<file path="config.mk">
export PLATFORM = sky130hd
export DESIGN_NAME = pwr_clamp_seq
export DESIGN_NICKNAME = d
export VERILOG_FILES = /design/src/rtl/pcs_pkg.sv /design/src/rtl/pcs_ladder.sv /design/src/rtl/pcs_tick_counter.sv /design/src/rtl/pwr_clamp_seq.sv
export SDC_FILE = /design/constraint.sdc
export NUM_CORES = 1
export LEC_CHECK = 0
export ABC_AREA = 1
export BUFFER_PORTS_ARGS = -buffer_cell sky130_fd_sc_hd__buf_2
export CORE_ASPECT_RATIO = 0.5
export CORE_UTILIZATION = 50
export CTS_CLUSTER_SIZE = 14
export DETAILED_ROUTE_END_ITERATION = 7
export HOLD_SLACK_MARGIN = 0.15
export PLACE_DENSITY_LB_ADDON = 0.12
export SYNTH_ARGS = -nofsm -noshare
export SYNTH_HDL_FRONTEND = slang
export SYNTH_SLANG_ARGS = --single-unit
</file>
<file path="constraint.sdc">
create_clock -name clk -period 5.35 [get_ports clk]
set_input_delay 1.07 -clock clk [delete_from_list [all_inputs] [get_ports clk]]
set_output_delay 1.07 -clock clk [all_outputs]
set_load 0.01 [all_outputs]
</file>
<file path="src/rtl/pcs_pkg.sv">
package pcs_pkg;

  localparam int CLAMP_W = 8;
  typedef logic [CLAMP_W-1:0] clamp_t;

  localparam clamp_t CLAMP_OPEN   = '1;
  localparam clamp_t CLAMP_CLOSED = '0;

  typedef enum logic [1:0] {
    ST_IDLE,
    ST_RAMP,
    ST_OFFDW,
    ST_WAIT
  } seq_state_e;

  // number of low bits cleared on each rung of the full six-rung ladder
  function automatic int cleared_bits(input int rung);
    case (rung)
      0:       return 1;
      1:       return 3;
      2:       return 5;
      3:       return 6;
      4:       return 7;
      default: return CLAMP_W;
    endcase
  endfunction

  function automatic clamp_t rung_code(input int rung);
    return CLAMP_OPEN << cleared_bits(rung);
  endfunction

  function automatic int max_of(input int a, input int b);
    return (a > b) ? a : b;
  endfunction

endpackage

</file>
<file path="src/rtl/pcs_ladder.sv">
module pcs_ladder
  import pcs_pkg::*;
#(
  parameter bit USE_MID_STEP = 1'b1,
  parameter int IDX_W        = 3,
  parameter int CNT_W        = 7,
  parameter int DWELL_FIRST  = 20,
  parameter int DWELL_MID    = 10,
  parameter int DWELL_LAST   = 20
) (
  input  logic [IDX_W-1:0] idx_i,
  output clamp_t           code_cur_o,
  output clamp_t           code_nxt_o,
  output logic [CNT_W-1:0] dwell_o,
  output logic             last_o
);

  localparam int STEPS = USE_MID_STEP ? 6 : 5;

  logic [IDX_W-1:0] idx_nxt;
  logic [IDX_W-1:0] rung_cur;
  logic [IDX_W-1:0] rung_nxt;

  assign idx_nxt = idx_i + IDX_W'(1);

  generate
    if (USE_MID_STEP) begin : g_full
      assign rung_cur = idx_i;
      assign rung_nxt = idx_nxt;
    end else begin : g_short
      // skip the rung that clears six bits
      assign rung_cur = (idx_i   >= IDX_W'(3)) ? idx_i   + IDX_W'(1) : idx_i;
      assign rung_nxt = (idx_nxt >= IDX_W'(3)) ? idx_nxt + IDX_W'(1) : idx_nxt;
    end
  endgenerate

  assign code_cur_o = rung_code(int'(rung_cur));
  assign code_nxt_o = rung_code(int'(rung_nxt));
  assign last_o     = (idx_i == IDX_W'(STEPS - 1));

  always_comb begin
    if (idx_i == '0)  dwell_o = CNT_W'(DWELL_FIRST);
    else if (last_o)  dwell_o = CNT_W'(DWELL_LAST);
    else              dwell_o = CNT_W'(DWELL_MID);
  end

endmodule

</file>
<file path="src/rtl/pcs_tick_counter.sv">
module pcs_tick_counter #(
  parameter int CNT_W = 7
) (
  input  logic             clk,
  input  logic             rst_n,
  input  logic             clear_i,
  input  logic             run_i,
  input  logic             tick_i,
  input  logic [CNT_W-1:0] limit_i,
  output logic             hit_o
);

  logic [CNT_W-1:0] cnt_q;

  assign hit_o = run_i && tick_i && (cnt_q == limit_i - CNT_W'(1));

  always_ff @(posedge clk or negedge rst_n) begin
    if (!rst_n)                cnt_q <= '0;
    else if (clear_i)          cnt_q <= '0;
    else if (run_i && tick_i)  cnt_q <= cnt_q + CNT_W'(1);
  end

endmodule

</file>
<file path="src/rtl/pwr_clamp_seq.sv">
module pwr_clamp_seq
  import pcs_pkg::*;
#(
  parameter bit USE_MID_STEP  = 1'b1,
  parameter int DWELL_FIRST_US = 20,
  parameter int DWELL_MID_US   = 10,
  parameter int DWELL_LAST_US  = 20,
  parameter int OFF_DWELL_US   = 30,
  parameter int TIMEOUT_US     = 100
) (
  input  logic         clk,
  input  logic         rst_n,
  input  logic         en_req_i,
  input  logic         dis_req_i,
  input  logic         tick_i,
  input  logic [7:0]   rb_i,
  output logic [7:0]   clamp_o,
  output logic         busy_o,
  output logic         done_o,
  output logic         err_o
);

  localparam int IDX_W   = 3;
  localparam int LIM_MAX = max_of(max_of(DWELL_FIRST_US, DWELL_MID_US),
                                  max_of(max_of(DWELL_LAST_US, OFF_DWELL_US), TIMEOUT_US));
  localparam int CNT_W   = $clog2(LIM_MAX + 1);

  seq_state_e       state_q;
  clamp_t           clamp_q;
  clamp_t           target_q;
  logic [IDX_W-1:0] idx_q;
  logic             done_q;
  logic             err_q;

  clamp_t           code_cur;
  clamp_t           code_nxt;
  logic [CNT_W-1:0] dwell_cur;
  logic             last_cur;
  logic [CNT_W-1:0] limit;
  logic             cnt_hit;

  // named internal events
  logic idle_w;
  logic accept_en_w;
  logic accept_dis_w;
  logic accept_w;
  logic skip_w;
  logic match_w;
  logic step_hit_w;
  logic timeout_w;

  assign idle_w       = (state_q == ST_IDLE);
  assign accept_en_w  = idle_w && en_req_i;
  assign accept_dis_w = idle_w && !en_req_i && dis_req_i;
  assign accept_w     = accept_en_w || accept_dis_w;
  assign skip_w       = (accept_en_w && rb_i == CLAMP_CLOSED) ||
                        (accept_dis_w && rb_i == CLAMP_OPEN);
  assign match_w      = (state_q == ST_WAIT) && (rb_i == target_q);
  assign step_hit_w   = cnt_hit && (state_q == ST_RAMP || state_q == ST_OFFDW);
  assign timeout_w    = cnt_hit && (state_q == ST_WAIT) && !match_w;

  pcs_ladder #(
    .USE_MID_STEP (USE_MID_STEP),
    .IDX_W        (IDX_W),
    .CNT_W        (CNT_W),
    .DWELL_FIRST  (DWELL_FIRST_US),
    .DWELL_MID    (DWELL_MID_US),
    .DWELL_LAST   (DWELL_LAST_US)
  ) u_ladder (
    .idx_i      (idx_q),
    .code_cur_o (code_cur),
    .code_nxt_o (code_nxt),
    .dwell_o    (dwell_cur),
    .last_o     (last_cur)
  );

  always_comb begin
    case (state_q)
      ST_RAMP:  limit = dwell_cur;
      ST_OFFDW: limit = CNT_W'(OFF_DWELL_US);
      default:  limit = CNT_W'(TIMEOUT_US);
    endcase
  end

  pcs_tick_counter #(
    .CNT_W (CNT_W)
  ) u_timer (
    .clk     (clk),
    .rst_n   (rst_n),
    .clear_i (accept_w || cnt_hit),
    .run_i   (!idle_w),
    .tick_i  (tick_i),
    .limit_i (limit),
    .hit_o   (cnt_hit)
  );

  always_ff @(posedge clk or negedge rst_n) begin
    if (!rst_n) begin
      state_q  <= ST_IDLE;
      clamp_q  <= CLAMP_OPEN;
      target_q <= CLAMP_OPEN;
      idx_q    <= '0;
      done_q   <= 1'b0;
      err_q    <= 1'b0;
    end else begin
      done_q <= 1'b0;
      case (state_q)
        ST_IDLE: begin
          if (accept_w) begin
            err_q <= 1'b0;
            idx_q <= '0;
            if (skip_w) begin
              done_q <= 1'b1;
            end else if (accept_en_w) begin
              clamp_q  <= code_cur;
              target_q <= CLAMP_CLOSED;
              state_q  <= ST_RAMP;
            end else begin
              clamp_q  <= CLAMP_OPEN;
              target_q <= CLAMP_OPEN;
              state_q  <= ST_OFFDW;
            end
          end
        end
        ST_RAMP: begin
          if (step_hit_w) begin
            if (last_cur) begin
              state_q <= ST_WAIT;
            end else begin
              idx_q   <= idx_q + IDX_W'(1);
              clamp_q <= code_nxt;
            end
          end
        end
        ST_OFFDW: begin
          if (step_hit_w) state_q <= ST_WAIT;
        end
        default: begin
          if (match_w) begin
            done_q  <= 1'b1;
            idx_q   <= '0;
            state_q <= ST_IDLE;
          end else if (timeout_w) begin
            err_q   <= 1'b1;
            idx_q   <= '0;
            state_q <= ST_IDLE;
          end
        end
      endcase
    end
  end

  assign clamp_o = clamp_q;
  assign busy_o  = !idle_w;
  assign done_o  = done_q;
  assign err_o   = err_q;

endmodule

</file>
After elaboration in Yosys (flattened, before gate mapping)
Cells that the tools add are included.
{ "word_totals": {"ff_bits": 30, "out_inout_bits": 11, "word_cells": 107} }
{ "op_classes": {"add_sub_neg": 3, "n_eq_ne": 22, "shifts": 2, "mux": 37, "bitwise": 3, "n_reduce_logical": 33} }
{ "ops": {"columns": ["op", "n"], "rows": [
  ["$mux W8", 6],
  ["$pmux W4 S5", 2],
  ["$mux W7", 3],
  ["$mux W2", 8],
  ["$pmux W8 S2", 1],
  ["$shl A8 B4 Y8 const A", 2],
  ["$mux W3", 5],
  ["$pmux W7 S2", 1],
  ["$eq A3 B2 Y1 const B", 4],
  ["$ne A2 B2 Y1 const B", 6],
  ["$logic_and A1 B1 Y1", 11],
  ["$reduce_and A5 Y1", 2],
  ["$eq A3 B3 Y1 const B", 3],
  ["$pmux W3 S3", 1],
  ["$eq A8 B8 Y1", 1],
  ["$eq A8 B8 Y1 const B", 1],
  ["$logic_not A8 Y1", 1],
  ["$add A7 B1 Y7 const B", 1],
  ["$eq A7 B7 Y1", 1],
  ["$sub A7 B1 Y7 const B", 1],
  ["$eq A3 B1 Y1 const B", 2],
  ["$logic_not A3 Y1", 2],
  ["$mux W1", 6],
  ["$pmux W2 S3", 1],
  ["other kinds (17)", 28]
]} }

Longest topological paths before layout
{ "depth": {"ltp_word": 12, "depth_mapped": 17} }

Hierarchy
From an unflattened synthesis, not the netlist that was laid out.
{ "hier_totals": {"cells_unflattened": 294, "area_unflattened_um2": 1944.4} }
{ "by_module_without_submodules": {"columns": ["module", "instances", "cells_per_inst", "area_per_inst_um2"], "rows": [
  ["pwr_clamp_seq", 1, 171, 1181.1],
  ["pcs_tick_counter", 1, 86, 574.3],
  ["pcs_ladder", 1, 37, 188.9]
]} }

Least setup slack after synthesis
OpenSTA, ideal clock, no wires.
{ "synth_path": {"path_kind": "input port to flip-flop", "start": "in rb_i[7]", "end": "reg clamp_q[2], in the netlist clamp_o[2]", "setup_ns": 0.069, "arrival_ns": 2.248, "t_required_ns": 5.281, "path_slack_ns": 3.033, "cell_stages": 9, "path_cell_list": "nand4_1 or2_2 or3_1 nand2_1 a21oi_2 nand2_2 buf_6 nand2_2 o21ai_2"} }
{ "synth_via": {"elab_chain_len": 5, "elab_cells_between_ends": 7, "cone_classes": "eq/ne: 2; reduce/logical: 5"} }
{ "synth_lines": {"columns": ["item", "line", "source"], "rows": [
  ["start: declaration", "pwr_clamp_seq.sv:16", "input logic [7:0] rb_i,"],
  ["$eq A8 B8 Y1 / $logic_not A8 Y1 (equally long branches)", "pwr_clamp_seq.sv:57, pwr_clamp_seq.sv:56", null],
  ["$logic_and A1 B1 Y1 (on tied branches)", "pwr_clamp_seq.sv:57, pwr_clamp_seq.sv:56", null],
  ["$logic_or A1 B1 Y1 *", "pwr_clamp_seq.sv:56", "assign skip_w = (accept_en_w && rb_i == CLAMP_CLOSED) ||"],
  ["$ne A2 B2 Y1 (no source line) *", null, null],
  ["$reduce_and A5 Y1 (no source line) *", null, null],
  ["end signal: assignment", "pwr_clamp_seq.sv:115", "clamp_q <= code_cur;"],
  ["end signal: assignment", "pwr_clamp_seq.sv:131", "clamp_q <= code_nxt;"],
  ["end: declaration", "pwr_clamp_seq.sv:29", "clamp_t clamp_q;"]
]} }
Every way passes the cells marked *; elsewhere a longest branch is shown, timed or not.
A chain may end at the register's enable or synchronous reset.

Final worst setup path
{ "layout_path": {"start": "reg state_q[1]", "end": "reg clamp_q[6], in the netlist clamp_o[6]"} }
{ "layout_via": {"elab_chain_len": 8, "elab_cells_between_ends": 28, "cone_classes": "add/sub: 1; eq/ne: 7; mux: 5; reduce/logical: 15"} }
{ "layout_lines": {"columns": ["item", "line", "source"], "rows": [
  ["start: declaration", "pwr_clamp_seq.sv:28", "seq_state_e state_q;"],
  ["start signal: assignment", "pwr_clamp_seq.sv:99", "state_q <= ST_IDLE;"],
  ["start signal: assignment", "pwr_clamp_seq.sv:117", "state_q <= ST_RAMP;"],
  ["start signal: assignment", "pwr_clamp_seq.sv:121", "state_q <= ST_OFFDW;"],
  ["$eq A2 B2 Y1 / $eq A2 B1 Y1 (equally long branches)", "pwr_clamp_seq.sv:59, pwr_clamp_seq.sv:78, pwr_clamp_seq.sv:107", null],
  ["$pmux W7 S2", "pwr_clamp_seq.sv:78", "case (state_q)"],
  ["$sub A7 B1 Y7", "pcs_tick_counter.sv:15", "assign hit_o = run_i && tick_i && (cnt_q == limit_i - CNT_W'(1));"],
  ["$eq A7 B7 Y1", "pcs_tick_counter.sv:15", null],
  ["$logic_and A1 B1 Y1", "pcs_tick_counter.sv:15", null],
  ["$logic_and A1 B1 Y1", "pwr_clamp_seq.sv:59", "assign step_hit_w = cnt_hit && (state_q == ST_RAMP || state_q == ST_OFFDW);"],
  ["$ne A2 B2 Y1 (no source line)", null, null],
  ["$reduce_and A5 Y1 (no source line)", null, null]
]} }
Parallel ways exist; a longest one is shown, timed or not. The select of a mux whose other input is x is not followed.

==> qor.tcl <==
set qor(p_int_uw) 572.4
set qor(postRouteAntennaNets) 0
set qor(synth_seq_area_share_pct) 32.55
set qor(reg2reg_setup_slack_ns) 2.78
set qor(num-nets-final) 306
set qor(synthesis.yosys.warnings) 0
set qor(port-buffer-count) 23
set qor(dr.pass1.iters) 4
set qor(cts_root_buffer) {clkbuf_8}
set qor(num_vias) 1647
set qor(slew_viol_final) 0
set qor(tns_ns) 0
set qor(number_of_nets_in_the_synthesized_netlist) 282
set qor(outcome) {complete, no violations}
set qor(sequentialPowerShare_pct) 26.5
set qor(globalplace.congestion) 0.8637
set qor(crit_arrival_ns) 2.76
set qor(start_util_pct) 56.25
set qor(routed_wirelength_um) 3704
set qor(total_clock_buffers_created_by_cts) 3
set qor(finalNonFillerCells) 326
set qor(relSlewSlack_pct) 62.53
set qor(rr_startpoint) {state_q[1]$_DFFE_PN0P_}
set qor(power.share.clock_pct) 9.5
set qor(min_path_cells) 2
set qor(fin_crit_sh_pct) 48.02
set qor(synthDistinctLibCells) 33
set qor(rows) 14
set qor(tritoncts) {yes}
set qor(dieHeight_um) 44.46
set qor(synth_top_area_cells) {dfrtp_1 (19%), dfstp_2 (13%), nand2_1 (13%), ha_1 (9.7%), nor2_1 (6.9%)}
set qor(first_iter_violations) 73
set qor(path_clk_slew_ns) 0.09
set qor(design.portCount) 24
set qor(remaining_drc_errors) 0
set qor(postSynthRegisterBits) 23
set qor(detail_route.vias_per_cell) 5.052
set qor(max_clock_freq_mhz) 389.3
set qor(finalSetupViolCount) 0
set qor(global_route.usage.total_pct) 21.58
set qor(clkLatencyLatePin_ns) 0.27
set qor(start_kind) {flip-flop}
set qor(syn_to_final_growth_pct) 10.34
set qor(post_drt_wl_per_cell_um) 11.36
set qor(yosysTopAreaCellShare_pct) 19.43
set qor(hold_viol_final) 0
set qor(cts.sink_count) 23
set qor(synth_cells) 255
set qor(drive_above_1_share_pct) 20.86
set qor(worst_r2r_path_depth) 15
set qor(ir_drop_uv) 198.1
set qor(hp-class) {reg -> reg}
set qor(post-cts-setup-buffer-count) 0
set qor(tightest_slew_ns) 0.5621
set qor(antenna_cells_inserted) 0
set qor(wl_met2_um) 1565
set qor(min_from) {clamp_o[4]$_DFFE_PN1P_}
set qor(dp.final_hpwl_um) 2922
set qor(syn_area_mm2) 0.001803
set qor(grt_antenna_before_repair) 0
set qor(critPathKind) {reg -> reg}
set qor(dr_wl_met3_um) 192
set qor(syn-mean-instance-area_um2) 7.071
set qor(grt_start_max_net_pins) 24
set qor(htreeDepth) 1
set qor(combPwrFrac_pct) 64.0
set qor(yosys.area.top_type) {dfrtp_1}
set qor(wirelength_met1_um) 1906
set qor(clock-skew-final_ns) 0.008936
set qor(fin_util_pct) 62.06
set qor(switching_share_pct) 50.72
set qor(switching_power_uw) 589.1
set qor(holdPathEnd) {clamp_o[4]$_DFFE_PN1P_}
set qor(die_w_um) 86.93
set qor(critical_path_required_ns) 5.54
set qor(area_of_the_die_mm2) 0.003865
set qor(power_per_cell_area_mw_per_mm2) 583.9
set qor(dp_cells) 322
set qor(holdBufCountCts) 0
set qor(floorplan.core_area_mm2) 0.003206
set qor(crit_fanout) 16
set qor(grt_remaining_overflow) 0
set qor(route.top_layer_used) {met4}
set qor(cts-resized-gates) 0
set qor(end_kind) {flip-flop}
set qor(final.min_clock_period_ns) 2.569
set qor(first_global_vias) 1478
set qor(unrepaired_setup_endpoints_after_global_routing) {no}
set qor(static-leakage-power_uw) 0.001005
set qor(regToRegEndpoint) {clamp_o[6]$_DFFE_PN1P_}
set qor(global_route_wire_length_before_repair_um) 6396
set qor(drv_cap) 0
set qor(cts_max_path_buffers) 2
[cell families after synthesis]
family	share of synthesized area [%]
flops	32.55
buf+inv	9.368
simple gates	32.13
xor+xnor	1.943
fa+ha+maj	9.716
compound gates	14.30
[registers in the layout, summed over array words and instances (netlist names)]
signal	cells
target_q	1
done_o	1
err_o	1
u_timer.cnt_q	7
state_q	2
clamp_o	8
idx_q	3
[per-layer routing]
layer	vias up	track usage [%]
li1	865	-
met1	742	28.29
met2	34	36.69
met3	6	5.410
met4	0	4.667
met5	-	0
[power groups by stage]
stage / Combinational [uW] / Sequential [uW] / Clock, uW
6_report: 744 / 308 / 110
5_1_grt: 846 / 317 / 120
4_1_cts: 742 / 308 / 114
3_5_place_dp: 739 / 311 / 0
3_3_place_gp: 722 / 309 / 0
2_1_floorplan: 587 / 321 / 0
[synth_stat cells, drive strengths merged]
cell type and instances:
dfstp 9, and3 1, clkbuf 1, inv 36, a21oi 7, nand4 2
nand2 65, xor2 4, dfrtp 14, a31oi 3, nor3 2, a211oi 2
or2 3, nor2 36, o21ai 27, buf 3, or3 1, ha 14
o21a 2, nand3 20, o22a 1, nor4 1, nor3b 1
[layout make-up]
class                   count  area (um^2)
clock buffers               4        45.04
well taps                  48        60.06
inverters                  36        135.1
fillers                   305         1216
multi-input cells         192         1047
flip-flops and latches     23        586.8
repair buffers             23        115.1
[layout by cell type, fill, tap and decap left out]
master and instances:
and3_1 1, nand3_1 18, nor2_1 33, o21ai_1 4
nor3_1 2, clkbuf_8 3, a31oi_1 3, xor2_1 4
a21oi_1 6, o21ai_2 7, dfstp_2 9, a21oi_2 1
a211oi_1 2, nor2_2 2, dfrtp_1 14, nand3_2 2
or2_2 2, nor3b_1 1, inv_1 32, or2_1 1
nand4_1 2, inv_2 4, o22a_1 1, nor2_4 1
buf_2 23, nor4_1 1, clkbuf_1 1, o21ai_0 16
nand2_2 4, or3_1 1, o21a_1 2, nand2_1 61
ha_1 14
[critical path: stages, from the launching register on]
cell	delay [ns]
dfrtp_1	0.44
inv_1	0.10
ha_1	0.51
nand3_1	0.18
nand2_1	0.12
inv_2	0.04
nand3_1	0.08
nand2_1	0.06
nand2_1	0.06
nand2_1	0.08
nor2_4	0.11
nand3_2	0.10
a21oi_2	0.18
nand2_2	0.23
nand2_1	0.14
o21ai_2	0.06
[how the worst max path moves through the flow]
stage | end | cells past startpoint | from
global placement | idx_q[2]$_DFFE_PN0P_ | 9 | rb_i[7]
floorplan | clamp_o[2]$_DFFE_PN1P_ | 9 | rb_i[7]
global route | clamp_o[3]$_DFFE_PN1P_ | 15 | state_q[1]$_DFFE_PN0P_
CTS | clamp_o[6]$_DFFE_PN1P_ | 15 | state_q[1]$_DFFE_PN0P_
finish | clamp_o[6]$_DFFE_PN1P_ | 15 | state_q[1]$_DFFE_PN0P_
detailed placement | idx_q[0]$_DFFE_PN0P_ | 9 | rb_i[7]
[through the flow]
stage,instance area [um^2],total power (uW),setup WS (ns),hold slack (ns)
after global placement,1944,1031,2.686,0.4536
after CTS,1989,1164,2.780,0.4690
after global routing,1989,1284,2.499,0.4884
after detailed placement,1944,1049,2.636,0.4557
final,1989,1162,2.781,0.4628
after floorplan,1803,907.4,3.033,0.4675
Note: power is estimated with default switching activity, not from simulation.
